`src/rtl/os_uart_rx.sv`:
```
`timescale 1ns/1ps
module os_uart_rx #(
  parameter int OVS   = 4,
  parameter int QUAL  = 3,
  parameter int NBITS = 8
) (
  input  logic             clk,
  input  logic             rst,
  input  logic             tick,
  input  logic             rxd,
  output logic [NBITS-1:0] data,
  output logic             valid,
  output logic             ferr
);
  localparam int PW       = $clog2(OVS + 1);
  localparam int BW       = $clog2(NBITS + 2);
  localparam int STOP_IDX = NBITS + 1;

  typedef enum logic [1:0] {HUNT, QUALIFY, FRAME} st_t;

  st_t              st;
  logic             s1, s2, armed, stop_hi;
  logic [PW-1:0]    ph, cnt, qn;
  logic [BW-1:0]    bidx;
  logic [NBITS-1:0] sh;

  wire samp    = s2;
  wire ph_last = (ph == PW'(OVS - 1));
  wire bit_now = ((int'(cnt) + int'(samp)) * 2) > (OVS - 1);
  wire [PW-1:0] ph_nxt   = ph_last ? '0 : ph + 1'b1;
  wire [BW-1:0] bidx_nxt = ph_last ? bidx + 1'b1 : bidx;

  always_ff @(posedge clk) begin
    if (rst) begin
      s1 <= 1'b0;
      s2 <= 1'b0;
    end else begin
      s1 <= rxd;
      s2 <= s1;
    end
  end

  always_ff @(posedge clk) begin
    if (rst) begin
      st      <= HUNT;
      armed   <= 1'b0;
      stop_hi <= 1'b0;
      ph      <= '0;
      cnt     <= '0;
      qn      <= '0;
      bidx    <= '0;
      sh      <= '0;
      data    <= '0;
      valid   <= 1'b0;
      ferr    <= 1'b0;
    end else begin
      valid <= 1'b0;
      ferr  <= 1'b0;
      if (tick) begin
        unique case (st)
          HUNT: begin
            if (samp) armed <= 1'b1;
            else if (armed) begin
              st   <= QUALIFY;
              qn   <= PW'(1);
              ph   <= PW'(1);
              bidx <= '0;
            end
          end
          QUALIFY: begin
            if (samp) begin
              st    <= HUNT;
              armed <= 1'b1;
            end else begin
              ph   <= ph_nxt;
              bidx <= bidx_nxt;
              qn   <= qn + 1'b1;
              if (qn == PW'(QUAL - 1)) begin
                st      <= FRAME;
                armed   <= 1'b0;
                stop_hi <= 1'b0;
              end
            end
          end
          FRAME: begin
            ph   <= ph_nxt;
            bidx <= bidx_nxt;
            cnt  <= (ph == '0) ? '0 : cnt + PW'(samp);
            if (bidx == BW'(STOP_IDX) && samp) stop_hi <= 1'b1;
            if (ph_last) begin
              if (bidx >= BW'(1) && bidx <= BW'(NBITS))
                sh <= {bit_now, sh[NBITS-1:1]};
              if (bidx == BW'(STOP_IDX)) begin
                st      <= HUNT;
                armed   <= stop_hi | samp;
                stop_hi <= 1'b0;
                if (bit_now) begin
                  valid <= 1'b1;
                  data  <= sh;
                end else begin
                  ferr <= 1'b1;
                end
              end
            end
          end
          default: st <= HUNT;
        endcase
      end
    end
  end
endmodule

```
`config.mk`:
```
export PLATFORM = sky130hd
export DESIGN_NAME = os_uart_rx
export DESIGN_NICKNAME = d
export VERILOG_FILES = /design/src/rtl/os_uart_rx.sv
export SDC_FILE = /design/constraint.sdc
export NUM_CORES = 1
export LEC_CHECK = 0
export BUFFER_PORTS_ARGS = -buffer_cell sky130_fd_sc_hd__buf_2
export CAP_MARGIN = 20
export CORE_ASPECT_RATIO = 0.8
export CORE_MARGIN = 3
export CORE_UTILIZATION = 33
export CTS_CLUSTER_DIAMETER = 120
export DETAILED_ROUTE_END_ITERATION = 6
export SETUP_SLACK_MARGIN = 0.02
export SYNTH_ARGS = -nofsm -noshare
export SYNTH_HDL_FRONTEND = slang
export SYNTH_SLANG_ARGS = --single-unit
```
`constraint.sdc`:
```
create_clock -name clk -period 2.5 [get_ports clk]
set_clock_uncertainty 0.05 [all_clocks]
set_input_delay 0.5 -clock clk [delete_from_list [all_inputs] [get_ports clk]]
set_output_delay 0.5 -clock clk [all_outputs]
set_load 0.02 [all_outputs]
```
* Yosys cells after proc, flatten, opt, wreduce, memory -nomap -nowiden *
Cells that the tools add are included.

word-level totals
  register bits after elaboration = 37
  bits in latches = 0
  memory bits (writable) = 0
  ROM bits = 0
  logic and storage cells = 88
  memories = 0

cells by class
  add/subtract/negate cells = 5
  multiply operators = 0
  div/mod/pow operators = 0
  order comparisons = 3
  equal/unequal tests = 13
  shift operators = 0
  muxes and demuxes = 33
  bitwise operators = 5
  reductions and logical operators = 16

operators with widths
  cell                                                                    number
  3-bit 2-to-1 mux                                                        6
  4-bit 2-to-1 mux                                                        4
  5-bit AND reduction                                                     3
  2-bit != test (second input constant)                                   7
  2-bit 2-to-1 mux                                                        6
  4-bit one-hot mux with 3 select lines                                   1
  6-bit AND reduction                                                     2
  1-bit 2-to-1 mux                                                        11
  3-bit one-hot mux with 3 select lines                                   1
  4-bit AND reduction                                                     2
  3-bit by 1-bit adder with 3-bit output (second input constant)          2
  3-bit by 2-bit == test with 1-bit output (second input constant)        2
  2-bit one-hot mux with 3 select lines                                   1
  3-bit one-hot mux with 2 select lines                                   1
  5-bit by 2-bit > comparator with 1-bit output (second input constant)   1
  5-bit OR reduction                                                      1
  3-bit by 1-bit adder with 4-bit output                                  1
  4-bit by 1-bit adder with 4-bit output (second input constant)          1
  4-bit == test (second input constant)                                   1
  4-bit by 1-bit >= comparator with 1-bit output (second input constant)  1
  4-bit <= comparator (second input constant)                             1
  1-bit inverter                                                          4
  2-bit nonzero test                                                      2
  3-bit by 1-bit adder with 3-bit output                                  1
  11 further kinds                                                        12

* Logic depth before layout (Yosys ltp) *
Gate-level depths: netlist of run 1.

  depth in word-level cells = 6
  mapped depth = 6

* Least setup slack after synthesis of run 1 *
OpenSTA, ideal clock, no wires.

  path type = reg-to-reg
  start point = reg bidx[0]
  end point = reg sh[0]
  setup time = 128 ps
  data arrival time = 1,699 ps
  data required time = 2,322 ps
  setup slack = 624 ps
  cell stages (with the launch flop) = 7
  path buffers = 0
  clock period less this slack = 1,876 ps
  cells stage by stage = dfxtp_1 -> inv_1 -> ha_1 -> nor4b_1 -> a2111oi_4 -> mux2i_1 -> nor2_1

on the way
  word-level cells in the longest chain between the ends = 3

RTL lines
  item                                                                                          line  text
  start, declared                                                                               24    logic [BW-1:0] bidx;
  start signal, assigned                                                                        76    bidx <= bidx_nxt;
  start signal, assigned                                                                        87    bidx <= bidx_nxt;
  4-bit by 1-bit >= comparator with 1-bit output / 4-bit <= comparator (equally long branches)  91    if (bidx >= BW'(1) && bidx <= BW'(NBITS))
  1-bit logical AND (*)                                                                         91
  4-bit AND reduction (no line) (*)                                                             --
  end signal, assigned                                                                          92    sh <= {bit_now, sh[NBITS-1:1]};
  end, declared                                                                                 25    logic [NBITS-1:0] sh;

Every way passes the cells marked *; elsewhere a longest branch is shown, timed or not.
A chain may end at the register's enable or synchronous reset.

* Final worst setup path of run 1 *
  start point = reg ph[0]
  end point = reg data[6]

on the way
  word-level cells in the longest chain between the ends = 2

RTL lines
  item                                      line  text
  start, declared                           23    logic [PW-1:0] ph, cnt, qn;
  start signal, assigned                    75    ph <= ph_nxt;
  start signal, assigned                    86    ph <= ph_nxt;
  3-bit by 2-bit == test with 1-bit output  28    wire ph_last = (ph == PW'(OVS - 1));
  5-bit AND reduction (no line)             --
  end signal, assigned                      99    data <= sh;
  end, declared                             11    output logic [NBITS-1:0] data,

No other way between the ends.

==> results of run 1 <==
state kept, by name, indices dropped and copies added, names as in the netlist, 2 cells and up:
name,flops
data,8
cnt,3
qn,3
sh,8
ph,3
bidx,4
st,2
stage by stage:
step	cell area, um2	hold WS [ps]
floorplan	1890	364
global placement	2030	381
detailed placement	2030	382
CTS	2150	361
global route	2150	371
finish	2150	368
worst reg2reg max path: cells and delay by family (launching register included):
| kind | cells | cell delay, ps |
|---|---|---|
| compound gates | 1 | 530 |
| mux | 1 | 240 |
| fa+ha+maj | 1 | 210 |
| simple gates | 2 | 620 |
| flops | 1 | 360 |
layout by cell type, fill, tap and decap left out, types with 4 or more instances in the layout:
master,n
dfxtp_1,37
ha_1,15
a21oi_1,11
o21ai_0,5
clkbuf_8,6
nor2_1,15
buf_2,13
mux2i_1,18
nand2_1,5
o32ai_1,4
nand2b_1,22
nor2b_1,8
inv_1,15
power by group through the flow:
stage | Sequential (W) | Clock [W] | Combinational [W]
after detailed placement | 0.000617 | 0 | 0.0000816
after CTS | 0.000603 | 0.000563 | 0.0000818
after global placement | 0.000617 | 0 | 0.0000808
final | 0.000603 | 0.000544 | 0.0000817
after global routing | 0.000604 | 0.000583 | 0.0000918
after floorplan | 0.000615 | 0 | 0.0000626
how the worst min path moves through the flow:
stage / slack [ps] / endpoint / cells after the start / start
2_1_floorplan: 360 / s2 / 1 / s1
3_3_place_gp: 380 / s2 / 1 / s1
3_5_place_dp: 380 / s2 / 1 / s1
4_1_cts: 360 / s1 / 2 / rxd
5_1_grt: 370 / s1 / 2 / rxd
6_report: 370 / s1 / 2 / rxd
layer usage:
layer | track usage | vias up | part of all wire
met3 | 0.0368 | 7 | 0.040
li1 | - | 729 | -
met4 | 0.0509 | 0 | 0.016
met1 | 0.159 | 638 | 0.58
met2 | 0.148 | 18 | 0.37
met5 | 0 | - | 0
cell type report:
class | instances | area share
multi-input cells | 143 | 0.497
flip-flops and latches | 37 | 0.344
well taps | 75 | 0.0436
clock buffers | 6 | 0.0384
repair buffers | 14 | 0.0337
inverters | 15 | 0.0262
clock inverters | 2 | 0.0174
logic make-up (layout without fill, tap and decap cells):
kind of cell | after synthesis | count (layout) | share of synthesized area
fa+ha+maj | 15 | 15 | 0.0994
compound gates | 36 | 36 | 0.139
flops | 37 | 37 | 0.392
mux | 19 | 19 | 0.101
buf+inv | 21 | 37 | 0.0417
simple gates | 73 | 73 | 0.226
==> impl_metrics.json, run 1 <==
{
  "status": "completed",
  "drive_above_1_share": 0.147,
  "overflow": 0,
  "cts-htree-levels": 2,
  "post_cts_buffers": 0,
  "cp-startpoint": "ph[0]",
  "critPathMaxFanout": 8,
  "chipHeight_um": 73.7,
  "drc": 0,
  "seq_area_frac_synth": 0.392,
  "root_buffer": "clkbuf_8",
  "min_path_type": "in2reg",
  "syn_area_um2": 1890,
  "wl_per_cell_um": 11.7,
  "cts_inserted_buffers": 5,
  "cp-endpoint": "data[6]",
  "die_area_um2": 6670,
  "hpwl_mm": 2.43,
  "power.density_nw_per_um2": 571,
  "startpoint_type": "flop",
  "clockBufferDepth": 2,
  "seqPwrFrac": 0.491,
  "r2r_setup_slack_ps": 440,
  "ctsResizeCount": 0,
  "ant_nets": 0,
  "setup_viol": 0,
  "syn_avg_cell_area_um2": 9.39,
  "die_w_um": 90.6,
  "p_comb_frac": 0.067,
  "synthFlopType": "dfxtp_1",
  "fill_cells": 534,
  "core_um2": 5270,
  "cts.sinks": 37,
  "first_iter_violations": 61,
  "fin_util": 0.409,
  "synthCells": 201,
  "cpPeakStageDelay_ps": 530,
  "syn_to_final_growth_pct": 14.0,
  "setup_tns_ps": 0,
  "n_antenna_cell": 0,
  "grt_pass1_vias": 1232,
  "grt_use_total": 0.111,
  "ir_worst_vdd_uv": 310,
  "power.switching_w": 0.000277,
  "crit_type": "reg2reg",
  "routed_wl_mm": 3.43,
  "antenna_found_initial": 0,
  "leakage_nw": 0.793,
  "async_reset_ff_frac": 0,
  "tightest_slew_ps": 802,
  "cts_tree": "done",
  "critical_path_buf_inv_count": 0,
  "routed_via_density": 4.77,
  "clkLatencyLatePin_ps": 290,
  "synth_area_leaders": "dfxtp_1 (39%), ha_1 (9.9%), mux2i_1 (9.5%)",
  "synth_most_common_cell": "dfxtp_1",
  "cp_num_cells": 5,
  "gp_congestion": 0.793,
  "netSwitchingFraction": 0.225,
  "worst_path_dominant_cell_family": "simple AND/OR/NAND/NOR gates",
  "netlist_top_cells_count": "dfxtp_1 (37), nand2b_1 (22), mux2i_1 (18)",
  "io_pins": 14,
  "power_w": 0.00123,
  "arrival_ps": 2240,
  "synth_edf_count": 0,
  "r2r_cells": 5,
  "maxCapViolations": 0,
  "path_cells": "ha_1 > nor2b_1 > nand4_1 > a21oi_2 > mux2i_1",
  "fin_ws_ps": 436,
  "clkSlewWorstSetupHoldPaths_ps": 70,
  "start_util": 0.359,
  "ys_seq_elements": 37,
  "p_int_w": 0.000952,
  "fin_nets": 235,
  "yosysTopAreaCell": "dfxtp_1",
  "seq_area_um2": 741,
  "rows": 23,
  "cts_hold_buf": 0,
  "pwr-share-clk": 0.443,
  "final_max_slew_viol_count": 0,
  "vias": 1392,
  "crit_required_ps": 2670,
  "fmax_mhz": 485,
  "min_period_ps": 2060,
  "grt_max_degree": 53,
  "portBuffers": 13,
  "hold_viol": 0,
  "grt_setup_unrepaired": "no",
  "synth_nets": 220,
  "reg2reg_to": "data[6]",
  "worstReg2RegStart": "ph[0]",
  "ys_warn_count": 0,
  "min_period_over_period": 0.825,
  "relSlewSlack": 0.466,
  "multi_input_area_um2": 1070,
  "critPathCaptureType": "flop",
  "yosysTopAreaCellShare": 0.392,
  "final_cell_count_no_fill": 292,
  "dp.cells": 284,
  "ys_types": 39,
  "critPathSlowestCell": "a21oi_2",
  "pre_cts_slack_ps": 406,
  "dr.pass1.iters": 5,
  "grt_pass1_wl_mm": 5.80
}
No activity file was read; power rests on OpenSTA's default activity.
==> run 2: changes to the inputs <==
==> constraint.sdc (replaced) <==
create_clock -name clk -period 1.95 [get_ports clk]
set_clock_uncertainty 0.05 [all_clocks]
set_input_delay 0.39 -clock clk [delete_from_list [all_inputs] [get_ports clk]]
set_output_delay 0.39 -clock clk [all_outputs]
set_load 0.02 [all_outputs]
==> impl_metrics.json, run 2 (synthesis results as in run 1) <==
{
  "power.density_nw_per_um2": 729,
  "cts_hold_buf": 0,
  "die_w_um": 90.6,
  "critPathMaxFanout": 5,
  "reg.largest.list": "data x8, sh x8, bidx x4",
  "fin_ws_ps": 151,
  "fin_nets": 248,
  "clkSlewWorstSetupHoldPaths_ps": 80,
  "r2r_setup_slack_ps": 150,
  "drive_above_1_share": 0.217,
  "status": "completed",
  "pre_cts_slack_ps": -43.6,
  "n_antenna_cell": 0,
  "layout_commonest_cell": "dfxtp_1",
  "gp_congestion": 0.686,
  "grt_max_degree": 50,
  "dr.pass1.iters": 4,
  "cpPeakStageDelay_ps": 370,
  "tightest_slew_ps": 740,
  "io_pins": 14,
  "arrival_ps": 1900,
  "wl_per_cell_um": 12.2,
  "fmax_mhz": 556,
  "critPathSlowestCell": "dfxtp_2",
  "maxCapViolations": 0,
  "overflow": 0,
  "hold_viol": 0,
  "crit_type": "reg2reg",
  "worst_path_dominant_cell_family": "buffers and inverters",
  "clockBufferDepth": 2,
  "critPathCaptureType": "flop",
  "ant_nets": 0,
  "chipHeight_um": 73.7,
  "cts_inserted_buffers": 5,
  "crit_required_ps": 2050,
  "fin_util": 0.438,
  "vias": 1436,
  "start_util": 0.359,
  "drc": 0,
  "fill_cells": 543,
  "clkLatencyLatePin_ps": 290,
  "min_path_type": "in2reg",
  "hpwl_mm": 2.62,
  "routed_wl_mm": 3.72,
  "grt_pass1_vias": 1332,
  "cts_tree": "done",
  "antenna_found_initial": 0,
  "startpoint_type": "flop",
  "syn_to_final_growth_pct": 22.1,
  "path_cells": "inv_1 > ha_1 > nor4b_1 > buf_4 > a2111oi_4 > buf_2 > mux2i_1 > nor2_1",
  "core_um2": 5270,
  "portBuffers": 13,
  "critical_path_buf_inv_count": 3,
  "grt_pass1_wl_mm": 6.21,
  "ir_worst_vdd_uv": 485,
  "cts-htree-levels": 2,
  "grt_setup_unrepaired": "no",
  "relSlewSlack": 0.507,
  "root_buffer": "clkbuf_8",
  "first_iter_violations": 42,
  "min_period_ps": 1800,
  "cts.sinks": 37,
  "routed_via_density": 4.71,
  "leakage_nw": 0.878,
  "min_period_over_period": 0.923,
  "final_max_slew_viol_count": 0,
  "setup_viol": 0,
  "grt_use_total": 0.117,
  "final_cell_mix": "dfxtp_1 (35), nand2b_1 (22), mux2i_1 (18), inv_1 (15), nor2_1 (15)",
  "die_area_um2": 6670,
  "rows": 23
}
run 2: repair_timing:
| item | CTS | global route |
|---|---|---|
| cloned | 0 | 1 |
| gates resized for setup | 3 | 5 |
| pin swaps | 0 | 1 |
| hold endpoints to repair | 0 | 0 |
| setup buffers | 0 | 1 |
| setup endpoints to repair | 9 | 13 |
run 2: worst paths after layout:
kind / cells past startpoint / start / to
worst max-delay path: 8 / bidx[0] / sh[4]
worst max register to register: 8 / bidx[0] / sh[4]
worst min-delay path: 2 / rxd / s1
worst min register to register: 1 / s1 / s2
run 2: layout make-up:
class	instances	area [um2]	area share
flip-flops and latches	37	743	0.322
multi-input cells	143	1090	0.474
well taps	75	93.8	0.0407
clock inverters	3	65.1	0.0282
repair buffers	27	184	0.0798
clock buffers	5	68.8	0.0299
inverters	15	56.3	0.0244
run 2: where the power goes:
part           total, W  switching (W)  internal [W]
clock network  0.000787       0.000278      0.000508
logic          0.000122      0.0000702     0.0000513
registers      0.000772     0.00000750      0.000764
run 2: metal layers:
| metal | vias up | global-route usage | share of wire |
|---|---|---|---|
| met4 | 0 | 0.0407 | 0.012 |
| met3 | 8 | 0.0368 | 0.038 |
| met5 | - | 0 | 0 |
| li1 | 750 | - | - |
| met1 | 657 | 0.162 | 0.55 |
| met2 | 21 | 0.173 | 0.40 |
run 2: worst register-to-register path, stage by stage (launching register included):
cell       delay, ps
dfxtp_2          370
inv_1             80
ha_1             190
nor4b_1          140
buf_4            150
a2111oi_4        240
buf_2            220
mux2i_1          190
nor2_1            50
run 2: through the flow:
step | instances | setup TNS [ps] | hold slack (ps) | instance area, um2 | total power (W)
after detailed placement | 295 | -168 | 387 | 2110 | 0.000908
after global placement | 295 | 0 | 367 | 2110 | 0.000907
after global routing | 305 | 0 | 267 | 2300 | 0.00175
final | 305 | 0 | 263 | 2300 | 0.00168
after CTS | 303 | 0 | 262 | 2260 | 0.00169
after floorplan | 201 | 0 | 364 | 1890 | 0.000869
==> run 3: changes to the inputs <==
--- a/config.mk
+++ b/config.mk
@@ -8,7 +8,7 @@
 export BUFFER_PORTS_ARGS = -buffer_cell sky130_fd_sc_hd__buf_2
 export CAP_MARGIN = 20
 export CORE_ASPECT_RATIO = 0.8
-export CORE_MARGIN = 3
+export CORE_MARGIN = 1
 export CORE_UTILIZATION = 33
 export CTS_CLUSTER_DIAMETER = 120
 export DETAILED_ROUTE_END_ITERATION = 6
==> impl_metrics.json, run 3 (synthesis results as in run 1) <==
{
  "power.switching_w": 0.000326,
  "cts.sinks": 37,
  "clockBufferDepth": 2,
  "final_cell_mix": "dfxtp_1 (36), nand2b_1 (22), mux2i_1 (18), inv_1 (15), nor2_1 (15)",
  "min_period_ps": 1740,
  "maxCapViolations": 0,
  "gp_congestion": 0.710,
  "ant_nets": 0,
  "fill_cells": 542,
  "grt_pass1_wl_mm": 6.14,
  "syn_to_final_growth_pct": 17.0,
  "relSlewSlack": 0.520,
  "critPathSlowestCell": "dfxtp_2",
  "hold_viol": 0,
  "cts-htree-levels": 2,
  "fin_ws_ps": 206,
  "leakage_nw": 0.828,
  "fmax_mhz": 573,
  "grt_pass1_vias": 1298,
  "clkSlewWorstSetupHoldPaths_ps": 70,
  "min_to": "s1",
  "path_cells": "inv_1 > ha_1 > nor4b_1 > a2111oi_4 > buf_6 > mux2i_1 > nor2_1",
  "r2r_cells": 7,
  "critical_path_buf_inv_count": 2,
  "core_um2": 5500,
  "io_pins": 14,
  "netSwitchingFraction": 0.229,
  "pwr-share-clk": 0.372,
  "clkLatencyLatePin_ps": 280,
  "worst_path_dominant_cell_family": "flip-flops",
  "n_antenna_cell": 0,
  "power.density_nw_per_um2": 644,
  "setup_viol": 0,
  "dpl_cell_area_um2": 2120,
  "whs_path_depth": 2,
  "drive_above_1_share": 0.182,
  "antenna_found_initial": 0,
  "seqPwrFrac": 0.543,
  "first_iter_violations": 80,
  "die_area_um2": 6030,
  "grt_max_degree": 48,
  "grt_use_total": 0.129,
  "worstReg2RegStart": "bidx[0]",
  "grt_setup_unrepaired": "no",
  "reg.largest.list": "data x8, sh x8, bidx x4",
  "cts_tree": "done",
  "ir_worst_vdd_uv": 392,
  "routed_wl_mm": 3.55,
  "cp-startpoint": "bidx[0]",
  "final_cell_count_no_fill": 303,
  "cpPeakStageDelay_ps": 360,
  "chipHeight_um": 69.7,
  "min_period_over_period": 0.894,
  "portBuffers": 13,
  "layout_commonest_cell": "dfxtp_1",
  "arrival_ps": 1830,
  "start_util": 0.344,
  "cts_inserted_buffers": 5,
  "startpoint_type": "flop",
  "p_int_w": 0.00110,
  "cts_hold_buf": 0,
  "finalInstanceArea_um2": 2210,
  "r2r_setup_slack_ps": 210,
  "p_comb_frac": 0.085,
  "reg2reg_to": "sh[6]",
  "overflow": 0,
  "dp.cells": 296,
  "root_buffer": "clkbuf_8",
  "vias": 1429,
  "final_max_slew_viol_count": 0,
  "crit_required_ps": 2040,
  "rows": 24,
  "fin_nets": 244,
  "routed_via_density": 4.72,
  "tightest_slew_ps": 721,
  "min_path_type": "in2reg",
  "hpwl_mm": 2.52,
  "hold_start": "rxd",
  "fin_util": 0.402,
  "setup_tns_ps": 0,
  "drc": 0,
  "wl_per_cell_um": 11.7,
  "critPathMaxFanout": 9,
  "critPathCaptureType": "flop",
  "dr.pass1.iters": 4,
  "status": "completed",
  "pre_cts_slack_ps": 130,
  "crit_type": "reg2reg",
  "die_w_um": 86.6
}
==> run 3: final cells by class <==
type | count | area, um2 | area share
Clock buffer | 7 | 86.3 | 0.0391
Inverter | 15 | 56.3 | 0.0255
Sequential cell | 37 | 742 | 0.336
Multi-Input combinational cell | 143 | 1070 | 0.485
Tap cell | 78 | 97.6 | 0.0442
Timing Repair Buffer | 23 | 156 | 0.0708
==> run 3: worst max-delay path by stage <==
stage,cells past startpoint,end
after floorplan,6,sh[0]
after global placement,7,sh[6]
after detailed placement,7,sh[6]
after CTS,7,sh[6]
after global routing,6,ferr
final,7,sh[6]
==> run 3: metrics by stage <==
stage                     power (W)  hold slack, ps
after floorplan            0.000869             364
after global placement     0.000907             368
after detailed placement   0.000908             399
after CTS                   0.00144             260
after global routing        0.00149             268
final                       0.00142             268
==> run 3: metal layers <==
layer,GRT usage,up-vias,part of all wire
met5,0,-,0
met4,0.0389,0,0
met3,0.0333,0,0.041
met2,0.171,27,0.40
met1,0.201,656,0.56
li1,-,746,-
==> run 3: power by group through the flow <==
stage	sequential, W	clock [W]	combinational, W
global route	0.000773	0.000581	0.000135
CTS	0.000772	0.000549	0.000120
finish	0.000772	0.000529	0.000121
detailed placement	0.000789	0	0.000119
global placement	0.000789	0	0.000118
floorplan	0.000788	0	0.0000803
==> run 3: what timing repair did <==
action                     CTS  global route
setup endpoints to repair    0             5
setup buffers                0             0
resized for setup            0             3
